$ cat config.mk
export PLATFORM = sky130hd
export DESIGN_NAME = twsl_addr_front
export DESIGN_NICKNAME = d
export VERILOG_FILES = /design/src/rtl/twsl_pkg.sv /design/src/rtl/twsl_sync.sv /design/src/rtl/twsl_cond_det.sv /design/src/rtl/twsl_addr_fsm.sv /design/src/rtl/twsl_addr_front.sv
export SDC_FILE = /design/constraint.sdc
export NUM_CORES = 1
export LEC_CHECK = 0
export BUFFER_PORTS_ARGS = -buffer_cell sky130_fd_sc_hd__buf_2
export CAP_MARGIN = 20
export CORE_MARGIN = 5
export CORE_UTILIZATION = 55
export CTS_CLUSTER_SIZE = 10
export DETAILED_ROUTE_END_ITERATION = 10
export PLACE_DENSITY_LB_ADDON = 0.12
export SLEW_MARGIN = 25
export SYNTH_ARGS = -nofsm -noshare
export SYNTH_HDL_FRONTEND = slang
export SYNTH_SLANG_ARGS = --single-unit
export TNS_END_PERCENT = 50
$ cat constraint.sdc
create_clock -name clk -period 4.1 [get_ports clk]
set_clock_uncertainty 0.05 [all_clocks]
set_input_delay 0.205 -clock clk [delete_from_list [all_inputs] [get_ports clk]]
set_output_delay 0.205 -clock clk [all_outputs]
set_load 0.05 [all_outputs]
$ cat src/rtl/twsl_pkg.sv
package twsl_pkg;

    localparam int ADDR_BITS = 8;
    localparam logic [3:0] DEV_TYPE_CODE = 4'b1010;

    typedef enum logic [1:0] {
        TGT_MEM  = 2'b00,
        TGT_RSVD = 2'b01,
        TGT_CSR  = 2'b10,
        TGT_POT  = 2'b11
    } tgt_e;

    typedef enum logic [2:0] {
        ST_IDLE,
        ST_SHIFT,
        ST_ACK_WAIT,
        ST_ACK_DRIVE,
        ST_ACTIVE,
        ST_IGNORE
    } fsm_e;

endpackage

$ cat src/rtl/twsl_sync.sv
module twsl_sync #(
    parameter int STAGES = 2,
    parameter int WIDTH  = 2
) (
    input  logic             clk,
    input  logic             rst_n,
    input  logic [WIDTH-1:0] d_in,
    output logic [WIDTH-1:0] d_out
);
    logic [WIDTH-1:0] stage_q [STAGES];

    for (genvar s = 0; s < STAGES; s++) begin : g_stage
        always_ff @(posedge clk or negedge rst_n) begin
            if (!rst_n) begin
                stage_q[s] <= '1;
            end else if (s == 0) begin
                stage_q[s] <= d_in;
            end else begin
                stage_q[s] <= stage_q[(s == 0) ? 0 : s-1];
            end
        end
    end

    assign d_out = stage_q[STAGES-1];
endmodule

$ cat src/rtl/twsl_cond_det.sv
module twsl_cond_det (
    input  logic clk,
    input  logic rst_n,
    input  logic scl_s,
    input  logic sda_s,
    output logic start_evt,
    output logic stop_evt,
    output logic scl_rise,
    output logic scl_fall
);
    logic scl_q, sda_q;

    always_ff @(posedge clk or negedge rst_n) begin
        if (!rst_n) begin
            scl_q <= 1'b1;
            sda_q <= 1'b1;
        end else begin
            scl_q <= scl_s;
            sda_q <= sda_s;
        end
    end

    always_comb begin
        start_evt = scl_s & scl_q & sda_q & ~sda_s;
        stop_evt  = scl_s & scl_q & ~sda_q & sda_s;
        scl_rise  = scl_s & ~scl_q;
        scl_fall  = ~scl_s & scl_q;
    end
endmodule

$ cat src/rtl/twsl_addr_fsm.sv
module twsl_addr_fsm
    import twsl_pkg::*;
#(
    parameter int BITS = ADDR_BITS
) (
    input  logic       clk,
    input  logic       rst_n,
    input  logic       scl_lvl,
    input  logic       sda_lvl,
    input  logic       start_evt,
    input  logic       stop_evt,
    input  logic       scl_rise,
    input  logic       scl_fall,
    input  logic       addr_strap,
    input  logic       wr_en_latch,
    output logic       sda_oe,
    output logic       txn_active,
    output logic [1:0] target,
    output logic       is_read
);
    localparam int CNT_W = $clog2(BITS);
    localparam logic [CNT_W-1:0] LAST_BIT = CNT_W'(BITS - 1);

    fsm_e             state_q, state_d;
    logic [BITS-1:0]  shift_q, shift_d;
    logic [CNT_W-1:0] cnt_q, cnt_d;
    tgt_e             tgt_q, tgt_d;
    logic             rd_q, rd_d;
    logic [BITS-1:0]  full_byte;
    logic             accept;

    assign full_byte = {shift_q[BITS-2:0], sda_lvl};

    always_comb begin
        accept = (full_byte[7:4] == DEV_TYPE_CODE)
               && (full_byte[3] == addr_strap)
               && (tgt_e'(full_byte[2:1]) != TGT_RSVD)
               && (full_byte[0] || tgt_e'(full_byte[2:1]) == TGT_CSR || wr_en_latch);
    end

    always_comb begin
        state_d = state_q;
        shift_d = shift_q;
        cnt_d   = cnt_q;
        tgt_d   = tgt_q;
        rd_d    = rd_q;
        if (start_evt) begin
            state_d = ST_SHIFT;
            cnt_d   = '0;
        end else if (stop_evt) begin
            state_d = ST_IDLE;
            cnt_d   = '0;
        end else begin
            unique case (state_q)
                ST_IDLE, ST_ACTIVE, ST_IGNORE: ;
                ST_SHIFT: begin
                    if (scl_rise) begin
                        shift_d = full_byte;
                        cnt_d   = cnt_q + 1'b1;
                        if (cnt_q == LAST_BIT) begin
                            cnt_d = '0;
                            if (accept) begin
                                state_d = ST_ACK_WAIT;
                                tgt_d   = tgt_e'(full_byte[2:1]);
                                rd_d    = full_byte[0];
                            end else begin
                                state_d = ST_IGNORE;
                            end
                        end
                    end
                end
                ST_ACK_WAIT:  if (scl_fall) state_d = ST_ACK_DRIVE;
                ST_ACK_DRIVE: if (scl_fall) state_d = ST_ACTIVE;
                default:      state_d = ST_IDLE;
            endcase
        end
    end

    always_ff @(posedge clk or negedge rst_n) begin
        if (!rst_n) begin
            state_q <= ST_IDLE;
            shift_q <= '0;
            cnt_q   <= '0;
            tgt_q   <= TGT_MEM;
            rd_q    <= 1'b0;
        end else begin
            state_q <= state_d;
            shift_q <= shift_d;
            cnt_q   <= cnt_d;
            tgt_q   <= tgt_d;
            rd_q    <= rd_d;
        end
    end

    always_comb begin
        sda_oe     = 1'b0;
        txn_active = 1'b0;
        unique case (state_q)
            ST_ACK_DRIVE: begin
                sda_oe     = 1'b1;
                txn_active = 1'b1;
            end
            ST_ACTIVE: txn_active = 1'b1;
            ST_IDLE, ST_SHIFT, ST_ACK_WAIT, ST_IGNORE: ;
            default: ;
        endcase
        target  = tgt_q;
        is_read = rd_q;
    end

    assert_drive_scl_low_R10: assert property (@(posedge clk) disable iff (!rst_n)
        (sda_oe != $past(sda_oe)) |-> !scl_lvl);

    assert_ack_after_fall_R1: assert property (@(posedge clk) disable iff (!rst_n)
        $rose(sda_oe) |-> $past(scl_fall));

    assert_start_clears_R8: assert property (@(posedge clk) disable iff (!rst_n)
        start_evt |=> !txn_active);

    assert_stop_clears_R7: assert property (@(posedge clk) disable iff (!rst_n)
        stop_evt |=> (!txn_active && !sda_oe));

    assert_no_rsvd_target_R4: assert property (@(posedge clk) disable iff (!rst_n)
        txn_active |-> (target != TGT_RSVD));
endmodule

$ cat src/rtl/twsl_addr_front.sv
module twsl_addr_front
    import twsl_pkg::*;
#(
    parameter int SYNC_STAGES = 2
) (
    input  logic       clk,
    input  logic       rst_n,
    input  logic       scl_in,
    input  logic       sda_in,
    input  logic       addr_strap,
    input  logic       wr_en_latch,
    output logic       sda_oe,
    output logic       txn_active,
    output logic [1:0] target,
    output logic       is_read
);
    logic [1:0] bus_s;
    logic start_evt, stop_evt, scl_rise, scl_fall;

    twsl_sync #(.STAGES(SYNC_STAGES), .WIDTH(2)) u_sync (
        .clk   (clk),
        .rst_n (rst_n),
        .d_in  ({scl_in, sda_in}),
        .d_out (bus_s)
    );

    twsl_cond_det u_det (
        .clk       (clk),
        .rst_n     (rst_n),
        .scl_s     (bus_s[1]),
        .sda_s     (bus_s[0]),
        .start_evt (start_evt),
        .stop_evt  (stop_evt),
        .scl_rise  (scl_rise),
        .scl_fall  (scl_fall)
    );

    twsl_addr_fsm #(.BITS(ADDR_BITS)) u_fsm (
        .clk         (clk),
        .rst_n       (rst_n),
        .scl_lvl     (bus_s[1]),
        .sda_lvl     (bus_s[0]),
        .start_evt   (start_evt),
        .stop_evt    (stop_evt),
        .scl_rise    (scl_rise),
        .scl_fall    (scl_fall),
        .addr_strap  (addr_strap),
        .wr_en_latch (wr_en_latch),
        .sda_oe      (sda_oe),
        .txn_active  (txn_active),
        .target      (target),
        .is_read     (is_read)
    );
endmodule

==> results.md, run 1 <==
* Via count of the first global-routing pass at ~690
* Switching power at around 0.2 mW
* Arrival time of the worst setup path at 1.91 ns
* Power per unit of standard cell area at ~500 nW/um^2
* Width of the die at between 50 and 60 um
* Largest stage delay on the critical path at about 0.47 ns
* Kind of critical path: register to register
* Mean instance size in the synthesized netlist at roughly 11 sq um
* Placed Cells incl. Taps at 122
* Detailed router's first-iteration violation count at 8
* Synth Flop Type: sky130_fd_sc_hd__dfrtp_1
* Non-filler cells in the finished layout at 129
* Internal Dissipation at between 0.3 and 0.4 mW
* EDFF count, synth at 0
* Total global-route track usage at approximately 15%
* Slew headroom at between 60% and 70%
* Final hold violation count at 0
* Via density per instance at roughly 5.4
* Share of total power consumed by net switching at between 30% and 40%
* Count of cells along the worst hold path at 0
* Top-level port count at 11
* Outcome: complete, no violations
* Number of distinct standard cells referenced by the synthesized netlist at 31
* Transition time at the pin with the least slew margin at roughly 0.48 ns
* Mapped Area at 990 sq um
* Terminating pin of the worst hold path: u_sync.d_out[1]
* Crit path max fanout at 12
* Critical path, cell by cell: nor3b_2 > and3_4 > a221o_1 > mux2_1
* Hold_sp: u_sync.stage_q[3]
* Core box area at approximately 1700 sq um
* Depth of the worst register-to-register path at 4
* Final weighted congestion of routability-driven global placement at roughly 0.9
* Achievable frequency at between 500 and 600 MHz
* Kind of start point of the critical path: register
* Number of clock buffers inserted by TritonCTS at 3
* Post-route clock period utilization at a little over two fifths
* Min Clock Period, post-route at around 1.8 ns
* Clock input transition at the sequential cells of the worst setup and hold paths at around 0.11 ns
* Final setup TNS at 0 ns
* CTS-repair resized insts at 0
* Largest net degree at the start of global routing at 23
* Post-route ant nets at 0
* Total via count in the routed design at 700
* Post-CTS setup-driven buffer insertion count at 0
* CTS H-Tree Depth at 1
* Overflow left after global routing at 0
* Dpl hpwl at around 1200 um
* Clock tree root buffer cell: sky130_fd_sc_hd__clkbuf_4
* Synth Instances at between 80 and 90
* Launch point of the worst reg-to-reg path: u_fsm.state_q[2]
* Gate power share at 30.5%
* Static Leakage at approximately 0.56 nW
* Slowest cell on the critical path: sky130_fd_sc_hd__dfrtp_1
* Peak VDD IR at roughly 0.28 mV
* Required time of the critical path at around 4.2 ns
* Flops & latches, synth at 22
* Die Y at 52.4 um
* Post-CTS Hold Fix Bufs at 3
* Initial core utilization at 57.3%
* TritonCTS sink count at 22
* Number of design rule violations left after detail routing at 0
* Hold Crit Class: register to register
* Number of placement rows at 15
* Reg-to-reg critical path endpoint: u_fsm.state_q[0]
* First-pass GRT wire length at approximately 3100 um
* Max-cap violation count at 0
* RSZ-0062 raised after global routing: false
* Final max-slew violation count at 0
* Fraction of registers with async set or reset after synthesis at between 90% and 100%
* Number of buffers inserted by port buffering at 10
* Total routed wirelength at 1730 um
* First drt pass iteration count at 5
* Final setup violation count at 0
* Antenna Diode Count at 0
* Later-pin clock latency in the skew report at 0.30 ns
* Layout net count at about 110
* Power share of the sequential group at 52.4%
* Antenna violations before repair at 0
* TritonCTS clock tree: yes
* Share of the yosys chip area belonging to registers at 56.4%
* Die area at 2750 sq um
* Clock Tree Buf Depth at 2
* Worst setup EP type: register
* Slack of the worst reg-to-reg path at 2.33 ns
* Fraction of layout instances using a drive strength above 1 at 23.1%
* WL per Instance at around 13 um
* Net count of the mapped netlist at 96
* Layout-stage area growth over the synthesis result at 13.4%
* Clock power share at ~17%
* Number of warnings issued by yosys at 0
## layer usage
layer / global-route usage (%) / up-vias / wire [um]
li1: - / 338 / -
met1: 20.2 / 336 / 807
met2: 24.0 / 22 / 828
met3: 3.70 / 4 / 71
met4: 6.38 / 0 / 21
met5: 0 / - / 0
## worst max-delay path: cells and delay by family (launching register included)
kind             cells  cell delay, ns
AO/OA/AOI/OAI        1            0.24
AND/OR/NAND/NOR      2            0.57
flip-flops           1            0.47
multiplexers         1            0.34
## worst max path at each step
stage,from,to,slack (ns),depth (start not counted)
after floorplan,u_fsm.state_q[1],txn_active,1.81,3
after global placement,u_sync.d_out[0],u_fsm.is_read,2.34,4
after detailed placement,u_sync.d_out[0],u_fsm.target[0],2.34,4
after CTS,u_sync.d_out[0],u_fsm.is_read,2.32,4
after global routing,u_fsm.state_q[2],u_fsm.state_q[0],2.23,4
final,u_fsm.state_q[2],u_fsm.state_q[0],2.33,4
## sequential cells by signal, summed over array words and instances (netlist names)
signal	cells
u_fsm.state_q	3
u_det.scl_q	1
u_fsm.cnt_q	3
u_fsm.shift_q	7
u_sync.d_out	2
u_sync.stage_q	2
u_det.sda_q	1
u_fsm.is_read	1
u_fsm.target	2
## power groups by stage
stage	clock network (mW)	registers, mW	logic [mW]
after global routing	0.116	0.306	0.194
after CTS	0.104	0.299	0.175
after detailed placement	0	0.303	0.171
final	0.0979	0.299	0.174
after global placement	0	0.301	0.168
after floorplan	0	0.293	0.139
## cells in the final DEF (no fill, tap or decap), drive strengths merged, types with 2 or more instances in the layout
cell and count:
nand2 22, nor3 2, dfrtp 16, nor3b 2, buf 10, dfstp 6
nand3 3, o21ai 2, a21o 2, mux2 5, clkbuf 4, nor2 5
ha 2, dlygate4sd3 3, inv 4, a2111oi 2
## layout make-up
class                      instances  area [sq um]
clock buffer                       4          26.3
multi-input combinational         61           412
sequential                        22           558
tap                               25          31.3
fill                             145           604
inverter                           4          15.0
timing repair buffer              13          80.1
## stage by stage
stage | worst slack, ns | util [%] | power [mW] | hold WS (ns) | cell area (sq um)
finish | 2.33 | 65.0 | 0.571 | 0.313 | 1120
global route | 2.23 | 65.0 | 0.615 | 0.316 | 1120
CTS | 2.32 | 65.0 | 0.577 | 0.314 | 1120
detailed placement | 2.34 | 61.7 | 0.475 | 0.142 | 1070
global placement | 2.34 | 61.7 | 0.469 | 0.135 | 1070
floorplan | 1.81 | - | 0.432 | -0.141 | 990
## cell usage after synthesis, types with 2 or more instances
library cell               n  area share, %
sky130_fd_sc_hd__o21ai_0   2            1.0
sky130_fd_sc_hd__dfrtp_1  16             40
sky130_fd_sc_hd__nand2_1  22            8.3
sky130_fd_sc_hd__inv_1     4            1.5
sky130_fd_sc_hd__nor2_1    5            1.9
sky130_fd_sc_hd__a21o_1    2            1.5
sky130_fd_sc_hd__ha_1      2            2.5
sky130_fd_sc_hd__nor3_1    2            1.0
sky130_fd_sc_hd__nand3_1   2            1.0
sky130_fd_sc_hd__mux2_1    5            5.7
sky130_fd_sc_hd__dfstp_2   6             16
## cell families after synthesis
group	share of synthesized area [%]
AND/OR/NAND/NOR	18.8
adder cells (fa/ha/maj)	2.53
AO/OA/AOI/OAI	12.8
buffers and inverters	2.02
multiplexers	5.69
XOR/XNOR	1.77
flip-flops	56.4
Power figures use the tool's default switching activity.
==> run 2, diff against run 1 <==
--- a/config.mk
+++ b/config.mk
@@ -8,7 +8,7 @@
 export BUFFER_PORTS_ARGS = -buffer_cell sky130_fd_sc_hd__buf_2
 export CAP_MARGIN = 20
 export CORE_MARGIN = 5
-export CORE_UTILIZATION = 55
+export CORE_UTILIZATION = 50
 export CTS_CLUSTER_SIZE = 10
 export DETAILED_ROUTE_END_ITERATION = 10
 export PLACE_DENSITY_LB_ADDON = 0.12
==> constraint.sdc (replaced) <==
create_clock -name clk -period 1.5 [get_ports clk]
set_clock_uncertainty 0.05 [all_clocks]
set_input_delay 0.075 -clock clk [delete_from_list [all_inputs] [get_ports clk]]
set_output_delay 0.075 -clock clk [all_outputs]
set_load 0.05 [all_outputs]
==> run 2 against run 1 <==
Against the previous run: the run now ends with negative setup slack left; global-route usage up 0.65 points; critical path type unchanged; combinational power rose to 4.9 times the previous value; critical endpoint unchanged; die area up 8.1%; wire length up 20%; critical path depth up 1; hold slack worse by 0.13 ns; sequential share of layout area down 10 points; non-clock buffer count up 24; clock-buffer cell count down 1; first-iteration DRC count up 88%.
==> results.md, run 2 (synthesis gave the netlist of run 1 again) <==
* Total of fill cells in the finished design at ~150
* GRT busiest layer: met2
* Power per unit of standard cell area at 1470 nW/um^2
* Final hold violation count at 0
* Total routed wirelength at approximately 2100 um
* Overflow left after global routing at 0
* TritonCTS clock tree: yes
* Final setup violation count at 6
* Slew headroom at between 60% and 70%
* Total global-route track usage at roughly 16%
* Crit path max fanout at 4
* Fraction of layout instances using a drive strength above 1 at slightly below 50%
* Required time of the critical path at between 1.5 and 2 ns
* Top-level port count at 11
* Min Clock Period, post-route at 1.74 ns
* Number of buffers inserted by port buffering at 10
* Setup ws final at -0.244 ns
* Post-route clock period utilization at 116%
* Number of clock buffers inserted by TritonCTS at 3
* Max reg flops at 7
* Achievable frequency at about 570 MHz
* Static Leakage at ~0.71 nW
* Overall power at approximately 2.1 mW
* Outcome: complete, but fails checks
* Transition time at the pin with the least slew margin at between 0.4 and 0.5 ns
* Final weighted congestion of routability-driven global placement at 0.919
* Violations in the final reports: negative setup slack
* TritonCTS sink count at 22
* Global routing met2 resource utilization at roughly 25%
* Number of placement rows at 16
* Placed instance area at between 1000 and 1500 sq um
* Fin area at 1420 sq um
* RSZ-0062 raised after global routing: true
* Max-cap violation count at 0
* Most used cells in the layout excluding fill and tap cells: sky130_fd_sc_hd__nand2_1, sky130_fd_sc_hd__buf_4, sky130_fd_sc_hd__dfrtp_1
* Largest register by flop count: u_fsm.shift_q
* Leading cell type in the layout, fill and taps excluded: sky130_fd_sc_hd__nand2_1
* WL per Instance at approximately 13 um
* Kind of critical path: register to register
* Later-pin clock latency in the skew report at ~0.31 ns
* Via density per instance at approximately 5
* Worst setup EP type: register
* Hold Crit Class: input pin to async pin
* Core box area at 1920 sq um
* Kind of start point of the critical path: register
* Total via count in the routed design at around 790
* Routing usage on met3 at ~3.3%
* Clock tree root buffer cell: sky130_fd_sc_hd__clkbuf_4
* CTS H-Tree Depth at 1
* First-pass GRT wire length at roughly 3300 um
* Layout-stage area growth over the synthesis result at 43.6%
* Clock input transition at the sequential cells of the worst setup and hold paths at between 0.1 and 0.15 ns
* First drt pass iteration count at 4
* Registers with the highest flip-flop counts: u_fsm.shift_q x7, u_fsm.cnt_q x3, u_fsm.state_q x3
* Width of the die at approximately 54 um
* Die Y at roughly 54 um
* Hold Worst Slack at roughly 0.19 ns
* Detailed router's first-iteration violation count at 15
* Peak VDD IR at about 0.96 mV
* Final max-slew violation count at 0
* Antenna violations before repair at 0
* Met1 Track Usage GR at between 20% and 30%
* Number of design rule violations left after detail routing at 0
* Die area at roughly 3000 sq um
* Post-route ant nets at 0
* Initial core utilization at 51.5%
* Antenna Diode Count at 0
* Final setup TNS at -1.29 ns
* Clock Tree Buf Depth at 2
* Arrival time of the worst setup path at ~1.9 ns
* Largest net degree at the start of global routing at 23
* Dpl hpwl at between 1000 and 1500 um
* Layout net count at roughly 140
* Via count of the first global-routing pass at ~730
## run 2: cell types whose count changed in the layout (fill, tap and decap cells not counted), sizes merged
cell    change
bufinv      +1
clkbuf      -1
buf        +24
## run 2: routing by layer
| layer | share of wire [%] | wire [um] | vias up |
|---|---|---|---|
| met2 | 49 | 1020 | 14 |
| met4 | 1.7 | 36 | 0 |
| met1 | 45 | 941 | 383 |
| met3 | 3.2 | 67 | 4 |
| li1 | - | - | 385 |
| met5 | 0 | 0 | - |
## run 2: what timing repair did
action,4_1_cts,5_1_grt
endpoints found under the setup margin,8,18
buffers inserted,1,3
gates resized for setup,2,18
hold endpoints to repair,18,0
pin swaps,0,4
hold buffers,3,0
## run 2: power by group
| part | internal (mW) | switching, mW |
|---|---|---|
| clock network | 0.270 | 0.191 |
| registers | 0.704 | 0.0702 |
| logic | 0.428 | 0.422 |
| total | 1.40 | 0.683 |
## run 2: final cells by class
class	count	area [sq um]	share of cell area, %
clock buffer	3	22.5	1.58
clock inverter	1	30.0	2.11
multi-input combinational	61	478	33.6
tap	27	33.8	2.38
sequential	22	558	39.3
inverter	4	17.5	1.23
timing repair buffer	37	282	19.8
## run 2: worst paths after layout
check | from | end | slack (ns) | cells after the start
hold / removal | rst_n | u_fsm.state_q[0] | 0.19 | 2
setup / recovery | u_sync.d_out[0] | u_fsm.state_q[0] | -0.24 | 5
max in group asynchronous | rst_n | u_sync.stage_q[3] | 0.86 | 2
hold reg to reg | u_sync.stage_q[3] | u_sync.d_out[1] | 0.32 | 0
setup reg to reg | u_sync.d_out[0] | u_fsm.state_q[0] | -0.24 | 5
min in group clk | wr_en_latch | u_fsm.state_q[1] | 0.30 | 5
## run 2: per-stage QoR
step | std cells | setup slack (ns) | utilization [%]
after floorplan | 88 | -0.105 | -
after global placement | 145 | -0.149 | 64.5
after CTS | 153 | -0.187 | 69.3
after global routing | 155 | -0.305 | 74.0
after detailed placement | 145 | -0.172 | 64.5
final | 155 | -0.244 | 74.0
## run 2: worst max-delay path, stage by stage, from the launching register on
cell                       delay [ns]
sky130_fd_sc_hd__dfstp_2         0.59
sky130_fd_sc_hd__buf_4           0.14
sky130_fd_sc_hd__xnor2_4         0.13
sky130_fd_sc_hd__a211oi_2        0.09
sky130_fd_sc_hd__a221o_1         0.32
sky130_fd_sc_hd__mux2_1          0.32
